[src/rtl/wdt_pkg.sv]
package wdt_pkg;
    localparam int DATA_W  = 32;
    localparam int PHASE_W = 5;

    localparam int OFS_PING = 'h0;
    localparam int OFS_STAT = 'h4;
    localparam int OFS_CTRL = 'h8;

    localparam int EN_BIT  = 31;
    localparam int PS_LSB  = 29;
    localparam int P1_LSB  = 22;
    localparam int P2_LSB  = 15;
    localparam int ST1_BIT = 31;
    localparam int ST2_BIT = 30;
    localparam int PING_BIT = 31;

    typedef enum logic [1:0] {
        PH_ONE  = 2'd0,
        PH_TWO  = 2'd1,
        PH_DONE = 2'd2
    } phase_e;

    typedef struct packed {
        logic               en;
        logic [1:0]         ps;
        logic [PHASE_W-1:0] p1;
        logic [PHASE_W-1:0] p2;
        logic [1:0]         mode;
    } ctrl_t;

    localparam logic [1:0] MODE_SOC = 2'd0;
    localparam logic [1:0] MODE_CPU = 2'd1;
    localparam logic [1:0] MODE_SW  = 2'd2;
endpackage

[src/rtl/wdt_tick_gen.sv]
module wdt_tick_gen #(
    parameter int BASE_LOG2 = 25
) (
    input  logic       clk,
    input  logic       rst_n,
    input  logic       run_i,
    input  logic       clr_i,
    input  logic [1:0] sel_i,
    output logic       tick_o
);
    localparam int CW = BASE_LOG2 + 4;

    logic [CW-1:0] cnt_d, cnt_q;
    logic [CW-1:0] limit;

    always_comb begin
        limit  = (CW'(1) << (BASE_LOG2 + 32'(sel_i))) - CW'(1);
        tick_o = run_i && !clr_i && (cnt_q == limit);
        if (clr_i || !run_i || tick_o) cnt_d = '0;
        else                           cnt_d = cnt_q + CW'(1);
    end

    always_ff @(posedge clk or negedge rst_n) begin
        if (!rst_n) cnt_q <= '0;
        else        cnt_q <= cnt_d;
    end
endmodule

[src/rtl/wdt_phase_seq.sv]
module wdt_phase_seq
    import wdt_pkg::*;
#(
    parameter int PW = PHASE_W
) (
    input  logic          clk,
    input  logic          rst_n,
    input  logic          en_i,
    input  logic          ping_i,
    input  logic          tick_i,
    input  logic [PW-1:0] len1_i,
    input  logic [PW-1:0] len2_i,
    output logic          active_o,
    output logic          exp1_o,
    output logic          exp2_o
);
    typedef struct packed {
        phase_e        ph;
        logic [PW-1:0] cnt;
    } seq_t;

    seq_t s_d, s_q;
    logic [PW-1:0] cur_len;

    always_comb begin
        s_d      = s_q;
        exp1_o   = 1'b0;
        exp2_o   = 1'b0;
        active_o = (en_i && s_q.ph == PH_ONE) || (s_q.ph == PH_TWO);
        cur_len  = (s_q.ph == PH_TWO) ? len2_i : len1_i;
        if (ping_i) begin
            s_d.ph  = PH_ONE;
            s_d.cnt = '0;
        end else if (!active_o) begin
            if (s_q.ph == PH_ONE) s_d.cnt = '0;
        end else if (tick_i) begin
            if (s_q.cnt == cur_len) begin
                s_d.cnt = '0;
                if (s_q.ph == PH_ONE) begin
                    s_d.ph = PH_TWO;
                    exp1_o = 1'b1;
                end else begin
                    s_d.ph = PH_DONE;
                    exp2_o = 1'b1;
                end
            end else begin
                s_d.cnt = s_q.cnt + PW'(1);
            end
        end
    end

    always_ff @(posedge clk or negedge rst_n) begin
        if (!rst_n) s_q <= '{ph: PH_ONE, cnt: '0};
        else        s_q <= s_d;
    end
endmodule

[src/rtl/wdt_rst_sel.sv]
module wdt_rst_sel
    import wdt_pkg::*;
(
    input  logic       fire_i,
    input  logic [1:0] mode_i,
    output logic [2:0] sel_o
);
    // sel_o = {software, cpu, soc}
    always_comb begin
        sel_o = 3'b000;
        if (fire_i) begin
            unique case (mode_i)
                MODE_CPU: sel_o = 3'b010;
                MODE_SW:  sel_o = 3'b100;
                default:  sel_o = 3'b001;
            endcase
        end
    end
endmodule

[src/rtl/wdt_two_phase.sv]
module wdt_two_phase
    import wdt_pkg::*;
#(
    parameter int BASE_LOG2 = 25,
    parameter int AW        = 4
) (
    input  logic              clk,
    input  logic              rst_n,
    input  logic              bus_we,
    input  logic [AW-1:0]     bus_addr,
    input  logic [DATA_W-1:0] bus_wdata,
    output logic [DATA_W-1:0] bus_rdata,
    output logic              irq_pre,
    output logic              irq_final,
    output logic              rst_soc,
    output logic              rst_cpu,
    output logic              rst_sw
);
    typedef struct packed {
        ctrl_t      ctrl;
        logic       st1;
        logic       st2;
        logic [2:0] rst;
    } regs_t;

    regs_t r_d, r_q;
    logic  w_ping, w_stat, w_ctrl;
    logic  tick, active, exp1, exp2;
    logic [2:0] rst_next;
    logic [1:0] cur_mode;

    assign w_ping   = bus_we && bus_addr == AW'(OFS_PING) && bus_wdata[PING_BIT];
    assign w_stat   = bus_we && bus_addr == AW'(OFS_STAT);
    assign w_ctrl   = bus_we && bus_addr == AW'(OFS_CTRL);
    assign cur_mode = r_q.ctrl.mode;

    wdt_tick_gen #(.BASE_LOG2(BASE_LOG2)) u_tick (
        .clk(clk), .rst_n(rst_n), .run_i(active), .clr_i(w_ping),
        .sel_i(r_q.ctrl.ps), .tick_o(tick)
    );

    wdt_phase_seq #(.PW(PHASE_W)) u_seq (
        .clk(clk), .rst_n(rst_n), .en_i(r_q.ctrl.en), .ping_i(w_ping),
        .tick_i(tick), .len1_i(r_q.ctrl.p1), .len2_i(r_q.ctrl.p2),
        .active_o(active), .exp1_o(exp1), .exp2_o(exp2)
    );

    wdt_rst_sel u_sel (.fire_i(exp2), .mode_i(r_q.ctrl.mode), .sel_o(rst_next));

    always_comb begin
        r_d = r_q;
        if (w_ctrl) begin
            r_d.ctrl.en   = bus_wdata[EN_BIT];
            r_d.ctrl.ps   = bus_wdata[PS_LSB +: 2];
            r_d.ctrl.p1   = bus_wdata[P1_LSB +: PHASE_W];
            r_d.ctrl.p2   = bus_wdata[P2_LSB +: PHASE_W];
            r_d.ctrl.mode = bus_wdata[1:0];
        end
        r_d.st1 = exp1 || (r_q.st1 && !(w_stat && bus_wdata[ST1_BIT]));
        r_d.st2 = exp2 || (r_q.st2 && !(w_stat && bus_wdata[ST2_BIT]));
        r_d.rst = rst_next;
    end

    always_ff @(posedge clk or negedge rst_n) begin
        if (!rst_n) begin
            r_q           <= '0;
            r_q.ctrl.mode <= MODE_CPU;
        end else begin
            r_q <= r_d;
        end
    end

    always_comb begin
        bus_rdata = '0;
        if (bus_addr == AW'(OFS_STAT)) begin
            bus_rdata[ST1_BIT] = r_q.st1;
            bus_rdata[ST2_BIT] = r_q.st2;
        end else if (bus_addr == AW'(OFS_CTRL)) begin
            bus_rdata[EN_BIT]               = r_q.ctrl.en;
            bus_rdata[PS_LSB +: 2]          = r_q.ctrl.ps;
            bus_rdata[P1_LSB +: PHASE_W]    = r_q.ctrl.p1;
            bus_rdata[P2_LSB +: PHASE_W]    = r_q.ctrl.p2;
            bus_rdata[1:0]                  = r_q.ctrl.mode;
        end
    end

    assign irq_pre   = r_q.st1;
    assign irq_final = r_q.st2;
    assign rst_soc   = r_q.rst[0];
    assign rst_cpu   = r_q.rst[1];
    assign rst_sw    = r_q.rst[2];
endmodule

[config.mk]
export PLATFORM = sky130hd
export DESIGN_NAME = wdt_two_phase
export DESIGN_NICKNAME = d
export VERILOG_FILES = /design/src/rtl/wdt_pkg.sv /design/src/rtl/wdt_tick_gen.sv /design/src/rtl/wdt_phase_seq.sv /design/src/rtl/wdt_rst_sel.sv /design/src/rtl/wdt_two_phase.sv
export SDC_FILE = /design/constraint.sdc
export NUM_CORES = 1
export LEC_CHECK = 0
export BUFFER_PORTS_ARGS = -buffer_cell sky130_fd_sc_hd__buf_2
export CAP_MARGIN = 20
export CORE_MARGIN = 2
export CORE_UTILIZATION = 50
export CTS_CLUSTER_SIZE = 14
export DETAILED_ROUTE_END_ITERATION = 16
export GPL_ROUTABILITY_DRIVEN = 0
export PLACE_DENSITY = 0.76
export SLEW_MARGIN = 20
export SYNTH_ARGS = -nofsm -noshare
export SYNTH_HDL_FRONTEND = slang
export SYNTH_SLANG_ARGS = --single-unit
export TNS_END_PERCENT = 1
[constraint.sdc]
create_clock -name clk -period 4.2 [get_ports clk]
set_clock_uncertainty 0.2 [all_clocks]
set_input_delay 0.84 -clock clk [delete_from_list [all_inputs] [get_ports clk]]
set_output_delay 0.84 -clock clk [all_outputs]
set_load 0.03 [all_outputs]
======== After elaboration in Yosys (flattened, before gate mapping) ========
Index checks and enable logic that the tools add are counted.
word-level totals
  register bits after elaboration ......... 56
  bits of input ports ..................... 39
  output and inout bits ................... 37
operators by class
  $add $sub $neg .......................... 4
  equal/unequal tests ..................... 8
  shift-type cells ........................ 1
  muxes and demuxes ....................... 31
  reduce and logical (&&, ||, !) cells .... 28
operators with widths
  kind                                                 number
  two-way mux 5 bit                                    8
  << shifter 1 x 32 -> 29 bit (first input constant)   1
  adder 29 x 1 -> 29 bit (second input constant)       1
  == test 29 bit                                       1
  two-way mux 29 bit                                   1
  subtractor 29 x 2 -> 29 bit (second input constant)  1
  two-way mux 7 bit                                    2
  two-way mux 2 bit                                    6
  logical AND 1 bit                                    11
  two-way mux 1 bit                                    11
  adder 5 x 2 -> 6 bit (first input constant)          1
  two-way mux 3 bit                                    2
  case mux 3 bit (2 select lines)                      1
  nonzero test 2 bit                                   3
  adder 5 x 1 -> 5 bit (second input constant)         1
  == test 5 bit                                        1
  logical OR 1 bit                                     5
  == test 2 x 1 -> 1 bit (second input constant)       2
  == test 4 x 3 -> 1 bit (second input constant)       1
  == test 4 bit (second input constant)                1
  logical NOT 1 bit                                    4
  logical NOT 4 bit                                    1
  inequality test 3 bit (second input constant)        1
  AND reduction 3 bit                                  1
  4 further kinds                                      4

======== Longest topological paths before layout ========
Gate-level depths: netlist (run 1).
  word-level depth ........................ 10
  depth in mapped cells ................... 8
  depth with buffers taken out ............ 7

======== Modules after synthesis ========
Synthesis (run 1) repeated with hierarchy kept, for this count alone.
unflattened totals
  cell total of the unflattened synthesis .. 324
  area total of the unflattened synthesis .. 3,347.0 sq um
by module, submodules not included
  module         instances  cells each  area an instance (sq um)  sequential area each (sq um)
  wdt_tick_gen   1          168         1,644.1                   725.7
  wdt_two_phase  1          80          1,036.0                   501.7
  wdt_phase_seq  1          69          615.6                     175.2
  wdt_rst_sel    1          7           51.3                      0.0

======== Worst setup path before layout (run 1) ========
Ideal clock, no wire load.
  kind .................................... input-to-output
  from .................................... in bus_addr[1]
  to ...................................... out bus_rdata[0]
  arrival time ............................ 2,037 ps
  required time ........................... 3,160 ps
  path slack .............................. 1,123 ps
  stages on the path ...................... 3
  path through ............................ nor4b_1 > clkbuf_1 > and2_1
on the way
  longest elaborated chain between the ends .. 3
  elaborated cells between the ends (all ways) .. 4
ends and longest elaborated chain
  what                 line                 text
  from (decl)          wdt_two_phase.sv:10  input logic [AW-1:0] bus_addr,
  == test 4 bit        wdt_two_phase.sv:78  end else if (bus_addr == AW'(OFS_CTRL)) begin
  two-way mux 2 bit    wdt_two_phase.sv:78
  two-way mux 2 bit *  wdt_two_phase.sv:75  if (bus_addr == AW'(OFS_STAT)) begin
  to (decl)            wdt_two_phase.sv:12  output logic [DATA_W-1:0] bus_rdata,
Mark *: on every way between the ends. The rest lies on a longest branch, timed or not.

==> results by group, run 1 <==
Timing
  – Worst-case hold slack: roughly 300 ps
  – Worst-margin pin slew: 830 ps
  – Setup TNS: 0 ps
  – Slew Limit Headroom: 0.441
  – Achievable Freq: around 0.32 GHz
  – Final Max Slew Viols: 0
  – Final setup viols: 0
  – Tmin final: 3130 ps
  – Unrepaired setup endpoints after global routing: false
  – Final hold viol count: 0
  – Tcrit/Tclk final: 0.746

Logic synthesis
  – Mean post-synth cell area: 10.0 um2
  – Number of synthesized flops with an enable pin: 0
  – Yosys warnings: 0
  – Netlist Area Pre-Place: 3030 um2
  – Synth Flop Type: dfrtp_1
  – Fraction of registers with async set/reset: 1.00
  – Yosys cell types: 45
  – Mapped Cells: approximately 300
  – Register area share after synthesis: 0.464
  – Synth Register Bits: 56

Power and ir drop
  – PwrDens: 354 nW/um2
  – Comb pwr share: 0.198
  – Final Total Pwr: around 1.2 mW
  – Switching Fraction: 0.298
  – Clock Power Share: 0.265
  – Part of the power in registers: 0.538
  – VDD IR-drop max: 178 uV
  – Switch Pwr: 0.353 mW
  – Leakage: approximately 1.6 nW
  – Internal power: 0.831 mW

Final layout
  – Nets: approximately 390
  – Layout area overhead: 10.7%
  – Area of the multi-input gates: 1510 um2
  – Design Area, Final: 3350 um2
  – Util after Layout: 0.569
  – Seq. cell area: 1400 um2
  – ANT cells: 0
  – Layout cell share with drive strength beyond 1: 0.205
  – Fill count: approximately 510

Route
  – First drt pass iteration count: 4
  – ANT nets after route: 0
  – Via count: between 2000 and 2500
  – Vias per cell: approximately 5.3
  – Initial DRC count: 92
  – WL per Instance: 12.6 um
  – Remaining DRCs: 0
  – Final wirelength: 5300 um

Global routing
  – Total GRT Usage: 0.168
  – Initial antenna violation count: 0
  – Largest net degree at the start of global routing: 34
  – Global-route wire length before repair: 8800 um
  – Vias in the first global route: just over 2000
  – Grt ovf: 0

CTS
  – Worst-case clock buffer depth: 2
  – Clock latency on the worst-skew pair: 300 ps
  – CTS Buf Count: 5
  – Worst-path clk slew: around 90 ps
  – Root Driver: clkbuf_8
  – Post-CTS setup buffer count: 0
  – TritonCTS Sinks: 56
  – CTS-repair resized insts: 0
  – CTS tree: built
  – H-Tree Depth: 2
  – CTS Hold Bufs: 0

Place
  – IO buf count: 41
  – Placed Area: 3250 um2
  – Detail Placement HPWL: approximately 4000 um

Floorplan
  – Die area: between 6000 and 7000 um2
  – I/O pins: 76
  – Core Region: 5890 um2
  – Rows: 28
  – Die Y-Extent: between 80 and 90 um
  – Initial core utilization: 0.514
  – Die width: 81.8 um

Run status
  – Status: finished clean

Setup path
  – Type of element capturing the critical path: flip-flop
  – R2R depth: 6
  – Critical path fanouts, max: 8
  – Crit Path Category: reg -> reg
  – Start point of the critical path: u_seq.s_q[5]
  – WP data required: 4240 ps
  – RR Startpoint: u_seq.s_q[5]
  – WP data arrival: ~3200 ps
  – CP Launch Type: flip-flop

Flow run
  – Max cap viols: 0

Worst hold path
  – Hold depth: 1
  – HP Start: u_tick.cnt_q[0]
  – Worst min path class: reg -> reg
metal layers:
| metal | track usage | up-vias | routed length [um] | part of all wire |
|---|---|---|---|---|
| met4 | 0.0500 | 0 | 53 | 0.010 |
| li1 | - | 1088 | - | - |
| met1 | 0.229 | 1087 | 2520 | 0.48 |
| met2 | 0.278 | 46 | 2530 | 0.48 |
| met3 | 0.0264 | 4 | 193 | 0.036 |
| met5 | 0 | - | 0 | 0 |
cell usage after synthesis (2+ instances only):
library cell,number,area share
xor2_1,17,0.049
nand4_1,6,0.012
o31ai_1,2,0.0050
or3_1,3,0.0062
o2111a_1,3,0.011
dfrtp_1,55,0.45
nor3_1,5,0.0083
xnor2_1,12,0.035
nor2b_1,3,0.0062
and2_1,22,0.045
nand3_1,18,0.030
a21o_1,4,0.0099
ha_1,4,0.017
clkbuf_1,2,0.0025
and3_1,6,0.012
nand2b_1,3,0.0062
o21ai_0,3,0.0050
nor2_1,38,0.047
inv_1,5,0.0062
o211ai_1,2,0.0050
mux2i_1,4,0.013
buf_4,17,0.042
or4_1,2,0.0050
nor3b_1,2,0.0050
buf_2,2,0.0033
mux2_2,16,0.060
nand2_1,21,0.026
a21oi_1,3,0.0050
buf_1,2,0.0025
a22o_1,3,0.0087
and4_1,3,0.0087
kinds of logic after synthesis:
family / share of synthesized area
xor gates and xnor gates: 0.0840
muxes: 0.0728
and+or+nand+nor: 0.244
buffers and inverters: 0.0604
other: 0.00124
adders and majority gates: 0.0165
AOI/OAI and AO/OA: 0.0575
DFF: 0.464
power groups by stage:
stage	logic, mW	registers [mW]	clock network [mW]
5_1_grt	0.264	0.645	0.347
3_5_place_dp	0.237	0.647	0
4_1_cts	0.237	0.636	0.323
3_3_place_gp	0.230	0.645	0
2_1_floorplan	0.186	0.642	0
6_report	0.234	0.637	0.313
sequential cells by signal, summed over array words and instances, names as in the netlist:
signal	cells
irq_pre	1
cur_mode	2
irq_final	1
u_tick.cnt_q	29
r_q	13
rst_sw	1
u_seq.s_q	7
rst_cpu	1
rst_soc	1
layout make-up:
type	instances	share of cell area
Clock buffer	8	0.0299
Multi-Input combinational cell	233	0.450
Inverter	5	0.00560
Tap cell	75	0.0280
Sequential cell	56	0.419
Timing Repair Buffer	44	0.0680
metrics by stage:
stage | setup slack [ps] | instances
6_report | 1070 | 421
5_1_grt | 831 | 421
4_1_cts | 1060 | 421
3_5_place_dp | 1090 | 413
3_3_place_gp | 1190 | 413
2_1_floorplan | 1120 | 318
cells in the final DEF, fill, tap and decap left out, drive strengths merged, types with 2 or more instances in the layout:
master  synthesis  routed
nor2           38      38
and4            3       3
clkbuf          2       8
a22o            3       3
o2111a          3       3
nor4            2       2
xnor2          12      12
xor2           17      17
buf            22      44
or3             3       3
nor3b           2       2
nand3          18      18
nand2b          3       3
or4             2       2
a21o            4       4
nor2b           3       3
mux2           16      16
inv             5       5
o211ai          2       2
mux2i           4       4
and3            6       6
a21oi           3       3
ha              4       4
nand2          21      21
o21ai           3       3
conb            1      17
nor3            5       5
and2           23      23
o31ai           2       2
dfrtp          55      55
nand4           6       6
path summary, 6_finish.rpt:
kind                       slack, ps          endpoint
max                             1070           rst_soc
min                              300   u_tick.cnt_q[0]
max reg2reg                     1070           rst_soc
min reg2reg                      300   u_tick.cnt_q[0]
max in group asynchronous       2640           rst_cpu
min in group asynchronous        380  u_tick.cnt_q[25]
critical path, cell delays in order, from the launching register on:
cell	delay [ps]
dfrtp_1	440
nor2b_1	620
mux2i_1	300
xnor2_1	70
or4_1	690
nor4_2	540
and2_1	200
(Power assumes the default switching activity.)
==> run 2, diff against run 1 <==
- clock period: 4.2 -> 3.1 ns (I/O delays scaled with it)
==> run 2 against run 1 <==
Net effect:
- final area increased by 1.3%
- die area unchanged
- global-route usage increased by 0.55 points
- routed wire length decreased by 0.79%
- critical path type unchanged
==> results by group, run 2 (synthesized netlist as in run 1, its figures left out) <==
Run status
  – Status: finished clean (unchanged)

Floorplan
  – I/O pins: 76 (unchanged)
  – Die area: 6690 um2 (unchanged)
  – Initial core utilization: 0.514 (unchanged)
  – Core Region: 5890 um2 (unchanged)
  – Die Y-Extent: 81.8 um (unchanged)
  – Rows: 28 (unchanged)
  – Die width: 81.8 um (unchanged)

Final layout
  – Layout area overhead: 12.2% (was 10.7%)
  – Most flop-heavy register: u_tick.cnt_q (unchanged)
  – Commonest non-fill, non-tap cell in the layout: dfrtp_1 (unchanged)
  – Regs by FF count: u_tick.cnt_q (29), r_q (13), u_seq.s_q (7) (unchanged)
  – Layout cell share with drive strength beyond 1: 0.215 (was 0.205)
  – Fill count: 510 (was 505)
  – Max reg flops: 29 (unchanged)
  – ANT cells: 0 (unchanged)
  – Nets: 391 (was 388)
  – Most frequent cells in the layout: dfrtp_1 (55), buf_2 (41), nor2_1 (38) (unchanged)

Setup path
  – Critical path fanouts, max: 8 (unchanged)
  – WP data required: 3150 ps (was 4240 ps)
  – Type of element capturing the critical path: flip-flop (unchanged)
  – Critical-path cell list: nor2b_2 -> mux2i_1 -> xnor2_1 -> or4_1 -> nor4_2 -> and2_1 (was nor2b_1 -> mux2i_1 -> xnor2_1 -> or4_1 -> nor4_2 -> and2_1)
  – Crit Path Category: reg -> reg (unchanged)
  – Setup slack, reg-to-reg: 340 ps (was 1070 ps)
  – Reg2reg end: rst_soc (unchanged)
  – RR Startpoint: u_seq.s_q[5] (unchanged)
  – CP max-delay cell: or4_1 (unchanged)
  – WP data arrival: 2810 ps (was 3170 ps)
  – R2R depth: 6 (unchanged)
  – Critical Path Max Stage Delay: 610 ps (was 690 ps)
  – CP Launch Type: flip-flop (unchanged)

Power and ir drop
  – Switch Pwr: 0.485 mW (was 0.353 mW)
  – VDD IR-drop max: 265 uV (was 178 uV)
  – Internal power: 1.17 mW (was 0.831 mW)
  – Switching Fraction: 0.293 (was 0.298)
  – Leakage: 1.62 nW (was 1.60 nW)
  – Final Total Pwr: 1.66 mW (was 1.18 mW)
  – Comb pwr share: 0.200 (was 0.198)
  – PwrDens: 488 nW/um2 (was 354 nW/um2)
  – Part of the power in registers: 0.518 (was 0.538)
  – Clock Power Share: 0.282 (was 0.265)

CTS
  – Worst-path clk slew: 90 ps (about the same)
  – TritonCTS Sinks: 56 (unchanged)
  – Root Driver: clkbuf_8 (unchanged)
  – Worst-case clock buffer depth: 2 (unchanged)
  – Clock latency on the worst-skew pair: 310 ps (was 300 ps)
  – CTS Buf Count: 5 (unchanged)
  – H-Tree Depth: 2 (unchanged)
  – CTS tree: built (unchanged)
  – Post-CTS setup buffer count: 0 (unchanged)

Route
  – WL per Instance: 12.4 um (was 12.6 um)
  – Vias per cell: 5.16 (was 5.29)
  – Remaining DRCs: 0 (unchanged)
  – Via count: 2189 (was 2225)
  – ANT nets after route: 0 (unchanged)
  – First drt pass iteration count: 4 (unchanged)
  – Final wirelength: 5260 um (was 5300 um)
  – Initial DRC count: 137 (was 92)

Timing
  – Slew Limit Headroom: 0.569 (was 0.441)
  – Final hold viol count: 0 (unchanged)
  – Final setup viols: 0 (unchanged)
  – Unrepaired setup endpoints after global routing: false (unchanged)
  – Worst-margin pin slew: 647 ps (was 830 ps)
  – Tcrit/Tclk final: 0.889 (was 0.746)
  – Final Max Slew Viols: 0 (unchanged)
  – Setup TNS: 0 ps (unchanged)
  – Tmin final: 2760 ps (was 3130 ps)
  – Achievable Freq: 0.363 GHz (was 0.319 GHz)

Place
  – IO buf count: 41 (unchanged)
  – Detail Placement HPWL: 3940 um (was 3950 um)

Global routing
  – Vias in the first global route: 2058 (was 2011)
  – Largest net degree at the start of global routing: 30 (was 34)
  – Global-route wire length before repair: 8960 um (was 8800 um)
  – Initial antenna violation count: 0 (unchanged)
  – Grt ovf: 0 (unchanged)
  – Total GRT Usage: 0.174 (was 0.168)

Flow run
  – Max cap viols: 0 (unchanged)

Worst hold path
  – Worst min path class: in -> async (was reg -> reg)
-- run 2: changes by cell type in the layout (fill, tap and decap cells not counted), sizes merged --
cell    previous run  this run
bufinv             0         1
buf               44        47
clkinv             0         1
clkbuf             8         6
-- run 2: layer usage --
| layer | vias up | part of all wire | wire, um | track usage |
|---|---|---|---|---|
| met5 | - | 0 | 0 | 0 |
| li1 | 1095 | - | - | - |
| met1 | 1044 | 0.47 | 2470 | 0.231 |
| met3 | 7 | 0.038 | 198 | 0.0308 |
| met2 | 43 | 0.47 | 2500 | 0.279 |
| met4 | 0 | 0.017 | 87 | 0.0750 |
-- run 2: worst max-delay path by stage --
stage | from | endpoint | slack (ps) | cells past startpoint
6_report | u_seq.s_q[5] | rst_soc | 340 | 6
5_1_grt | u_seq.s_q[5] | rst_soc | 100 | 6
2_1_floorplan | bus_addr[1] | bus_rdata[0] | 460 | 3
3_5_place_dp | u_seq.s_q[5] | rst_soc | 150 | 6
4_1_cts | u_seq.s_q[5] | rst_soc | 130 | 6
3_3_place_gp | u_seq.s_q[5] | rst_soc | 190 | 6
-- run 2: repair_timing --
item                                    in CTS  in global routing
resized for setup                            0                  1
endpoints found under the setup margin       0                  7
hold buffers                                 0                  0
-- run 2: critical path: cells and delay by family, from the launching register on --
kind             cells  cell delay, ps
XOR/XNOR             1              70
AND/OR/NAND/NOR      4            1720
multiplexers         1             260
flip-flops           1             440
-- run 2: power groups by stage --
stage	Combinational [mW]	Clock [mW]	Sequential, mW
2_1_floorplan	0.252	0	0.870
3_3_place_gp	0.327	0	0.870
3_5_place_dp	0.333	0	0.874
4_1_cts	0.333	0.489	0.859
5_1_grt	0.372	0.513	0.872
6_report	0.331	0.468	0.859
-- run 2: per-stage QoR --
| step | instance area, um2 | hold slack, ps | util | worst slack [ps] | std cells |
|---|---|---|---|---|---|
| 6_report | 3390 | 123 | 0.577 | 343 | 424 |
| 5_1_grt | 3390 | 172 | 0.577 | 98.5 | 424 |
| 4_1_cts | 3390 | 145 | 0.576 | 132 | 424 |
| 3_5_place_dp | 3280 | 282 | 0.558 | 152 | 416 |
| 3_3_place_gp | 3280 | 276 | 0.558 | 194 | 416 |
| 2_1_floorplan | 3090 | 124 | - | 463 | 318 |
-- run 2: final cells by class --
class	instances	area, um2	area share
Clock buffer	6	72.6	0.0214
Clock inverter	2	35.0	0.0103
Inverter	5	18.8	0.00553
Multi-Input combinational cell	233	1510	0.445
Sequential cell	56	1400	0.413
Tap cell	75	93.8	0.0276
Timing Repair Buffer	47	263	0.0774
==> run 3, diff against run 2 <==
==> constraint.sdc (replaced) <==
create_clock -name clk -period 3.1 [get_ports clk]
set_clock_uncertainty 0.2 [all_clocks]
set_input_delay 0.31 -clock clk [delete_from_list [all_inputs] [get_ports clk]]
set_output_delay 0.31 -clock clk [all_outputs]
set_load 0.03 [all_outputs]
==> run 3 against run 2 <==
Net effect:
- critical path depth unchanged
- via count increased by 4.5%
- maximum frequency down 1.2%
==> results by group, run 3 (synthesized netlist as in run 1, its figures left out) <==
Run status
  – Status: finished clean (unchanged)

CTS
  – TritonCTS Sinks: 56 (unchanged)
  – Root Driver: clkbuf_8 (unchanged)
  – Post-CTS setup buffer count: 0 (unchanged)
  – H-Tree Depth: 2 (unchanged)
  – CTS Buf Count: 5 (unchanged)
  – Worst-path clk slew: 100 ps (was 90 ps)
  – CTS tree: built (unchanged)
  – Clock latency on the worst-skew pair: 320 ps (was 310 ps)
  – Worst-case clock buffer depth: 2 (unchanged)

Final layout
  – Fin cells: 425 (was 424)
  – Layout cell share with drive strength beyond 1: 0.217 (was 0.215)
  – Commonest non-fill, non-tap cell in the layout: dfrtp_1 (unchanged)
  – ANT cells: 0 (unchanged)
  – Most frequent cells in the layout: dfrtp_1 (55), buf_2 (41), nor2_1 (38) (unchanged)
  – Most flop-heavy register: u_tick.cnt_q (unchanged)
  – Nets: 392 (was 391)
  – Max reg flops: 29 (unchanged)
  – Regs by FF count: u_tick.cnt_q (29), r_q (13), u_seq.s_q (7) (unchanged)
  – Layout area overhead: 11.5% (was 12.2%)

Setup path
  – WP data required: 3160 ps (was 3150 ps)
  – CP max-delay cell: or4_1 (unchanged)
  – Critical Path Max Stage Delay: 620 ps (was 610 ps)
  – WP data arrival: 2850 ps (was 2810 ps)
  – Crit Path Category: reg -> reg (unchanged)
  – Top Family by Delay on Critical Path: simple AND/OR/NAND/NOR gates (unchanged)
  – Critical path fanouts, max: 8 (unchanged)
  – Worst path bufs/invs: 0 (unchanged)
  – CP Launch Type: flip-flop (unchanged)
  – Type of element capturing the critical path: flip-flop (unchanged)
  – Critical-path cell list: nor2b_2 -> mux2i_1 -> xnor2_1 -> or4_1 -> nor4_2 -> and2_1 (unchanged)

Floorplan
  – Die area: 6690 um2 (unchanged)
  – Die width: 81.8 um (unchanged)
  – Initial core utilization: 0.514 (unchanged)
  – Core Region: 5890 um2 (unchanged)
  – Rows: 28 (unchanged)
  – I/O pins: 76 (unchanged)
  – Die Y-Extent: 81.8 um (unchanged)

Route
  – Via count: 2287 (was 2189)
  – First drt pass iteration count: 5 (was 4)
  – Remaining DRCs: 0 (unchanged)
  – Final wirelength: 5570 um (was 5260 um)
  – ANT nets after route: 0 (unchanged)
  – Initial DRC count: 106 (was 137)
  – Vias per cell: 5.38 (was 5.16)
  – WL per Instance: 13.1 um (was 12.4 um)

Power and ir drop
  – Leakage: 1.61 nW (was 1.62 nW)
  – VDD IR-drop max: 290 uV (was 265 uV)
  – PwrDens: 472 nW/um2 (was 488 nW/um2)

Timing
  – Slew Limit Headroom: 0.540 (was 0.569)
  – Final Max Slew Viols: 0 (unchanged)
  – Final hold viol count: 0 (unchanged)
  – Tmin final: 2790 ps (was 2760 ps)
  – Final setup viols: 0 (unchanged)
  – Setup TNS: 0 ps (unchanged)
  – Tcrit/Tclk final: 0.900 (was 0.889)
  – Unrepaired setup endpoints after global routing: false (unchanged)
  – Achievable Freq: 0.358 GHz (was 0.363 GHz)
  – Worst-margin pin slew: 684 ps (was 647 ps)
  – Fin worst setup slack: 310 ps (was 343 ps)

Place
  – Detail Placement HPWL: 4060 um (was 3940 um)
  – Pre-CTS setup slack: 115 ps (was 152 ps)
  – Cells after DPL: 416 (unchanged)
  – IO buf count: 41 (unchanged)

Worst hold path
  – Worst min path class: in -> reg (was in -> async)

Global routing
  – Global-route wire length before repair: 9210 um (was 8960 um)
  – Vias in the first global route: 2083 (was 2058)
  – Initial antenna violation count: 0 (unchanged)
  – Total GRT Usage: 0.179 (was 0.174)
  – Largest net degree at the start of global routing: 37 (was 30)
  – Grt ovf: 0 (unchanged)

Flow run
  – Max cap viols: 0 (unchanged)
==> run 3: changes by cell type in the layout (fill, tap and decap cells not counted), sizes merged <==
cell,delta
dlygate4sd3,+1
clkbuf,-1
bufinv,-1
clkinv,+2
==> run 3: layer usage <==
metal | vias to the layer above | wire [um] | track usage
li1 | 1094 | - | -
met1 | 1124 | 2580 | 0.234
met2 | 61 | 2640 | 0.296
met3 | 8 | 261 | 0.0374
met4 | 0 | 79 | 0.0650
met5 | - | 0 | 0
==> run 3: per-stage QoR <==
stage / hold slack, ps / cell area, um2 / power [mW] / utilization
finish: 17.1 / 3370 / 1.59 / 0.573
floorplan: -186 / 3090 / 1.12 / -
detailed placement: 88.8 / 3270 / 1.21 / 0.556
CTS: 12.2 / 3370 / 1.60 / 0.572
global placement: 81.4 / 3270 / 1.19 / 0.556
global route: 14.4 / 3370 / 1.68 / 0.573
==> run 3: cell type report <==
cell class / count / area [um2]
clock buffer: 5 / 68.8
sequential: 56 / 1400
inverter: 5 / 18.8
tap: 75 / 93.8
timing repair buffer: 48 / 260
multi-input combinational: 233 / 1510
fill: 512 / 2510
clock inverter: 3 / 18.8
==> run 3: final timing paths <==
kind	cells past startpoint	slack [ps]	end	start
worst max-delay path	6	310	rst_sw	u_seq.s_q[5]
worst min-delay path	2	20	r_q[11]	bus_wdata[19]
worst max register to register	6	310	rst_sw	u_seq.s_q[5]
worst min register to register	1	280	u_tick.cnt_q[0]	u_tick.cnt_q[0]
max in group asynchronous	3	1590	cur_mode[0]	rst_n
min in group asynchronous	2	270	u_tick.cnt_q[4]	rst_n
==> run 3: timing repair <==
action / 4_1_cts / 5_1_grt
gates resized for setup: 0 / 1
endpoints found under the setup margin: 0 / 7
hold buffers: 1 / 0
hold endpoints to repair: 20 / 0
==> run 3: power breakdown <==
part	leakage [nW]	switching, mW	internal [mW]
registers	0.745	0.0622	0.799
logic	0.819	0.203	0.132
clock network	0.0479	0.238	0.158
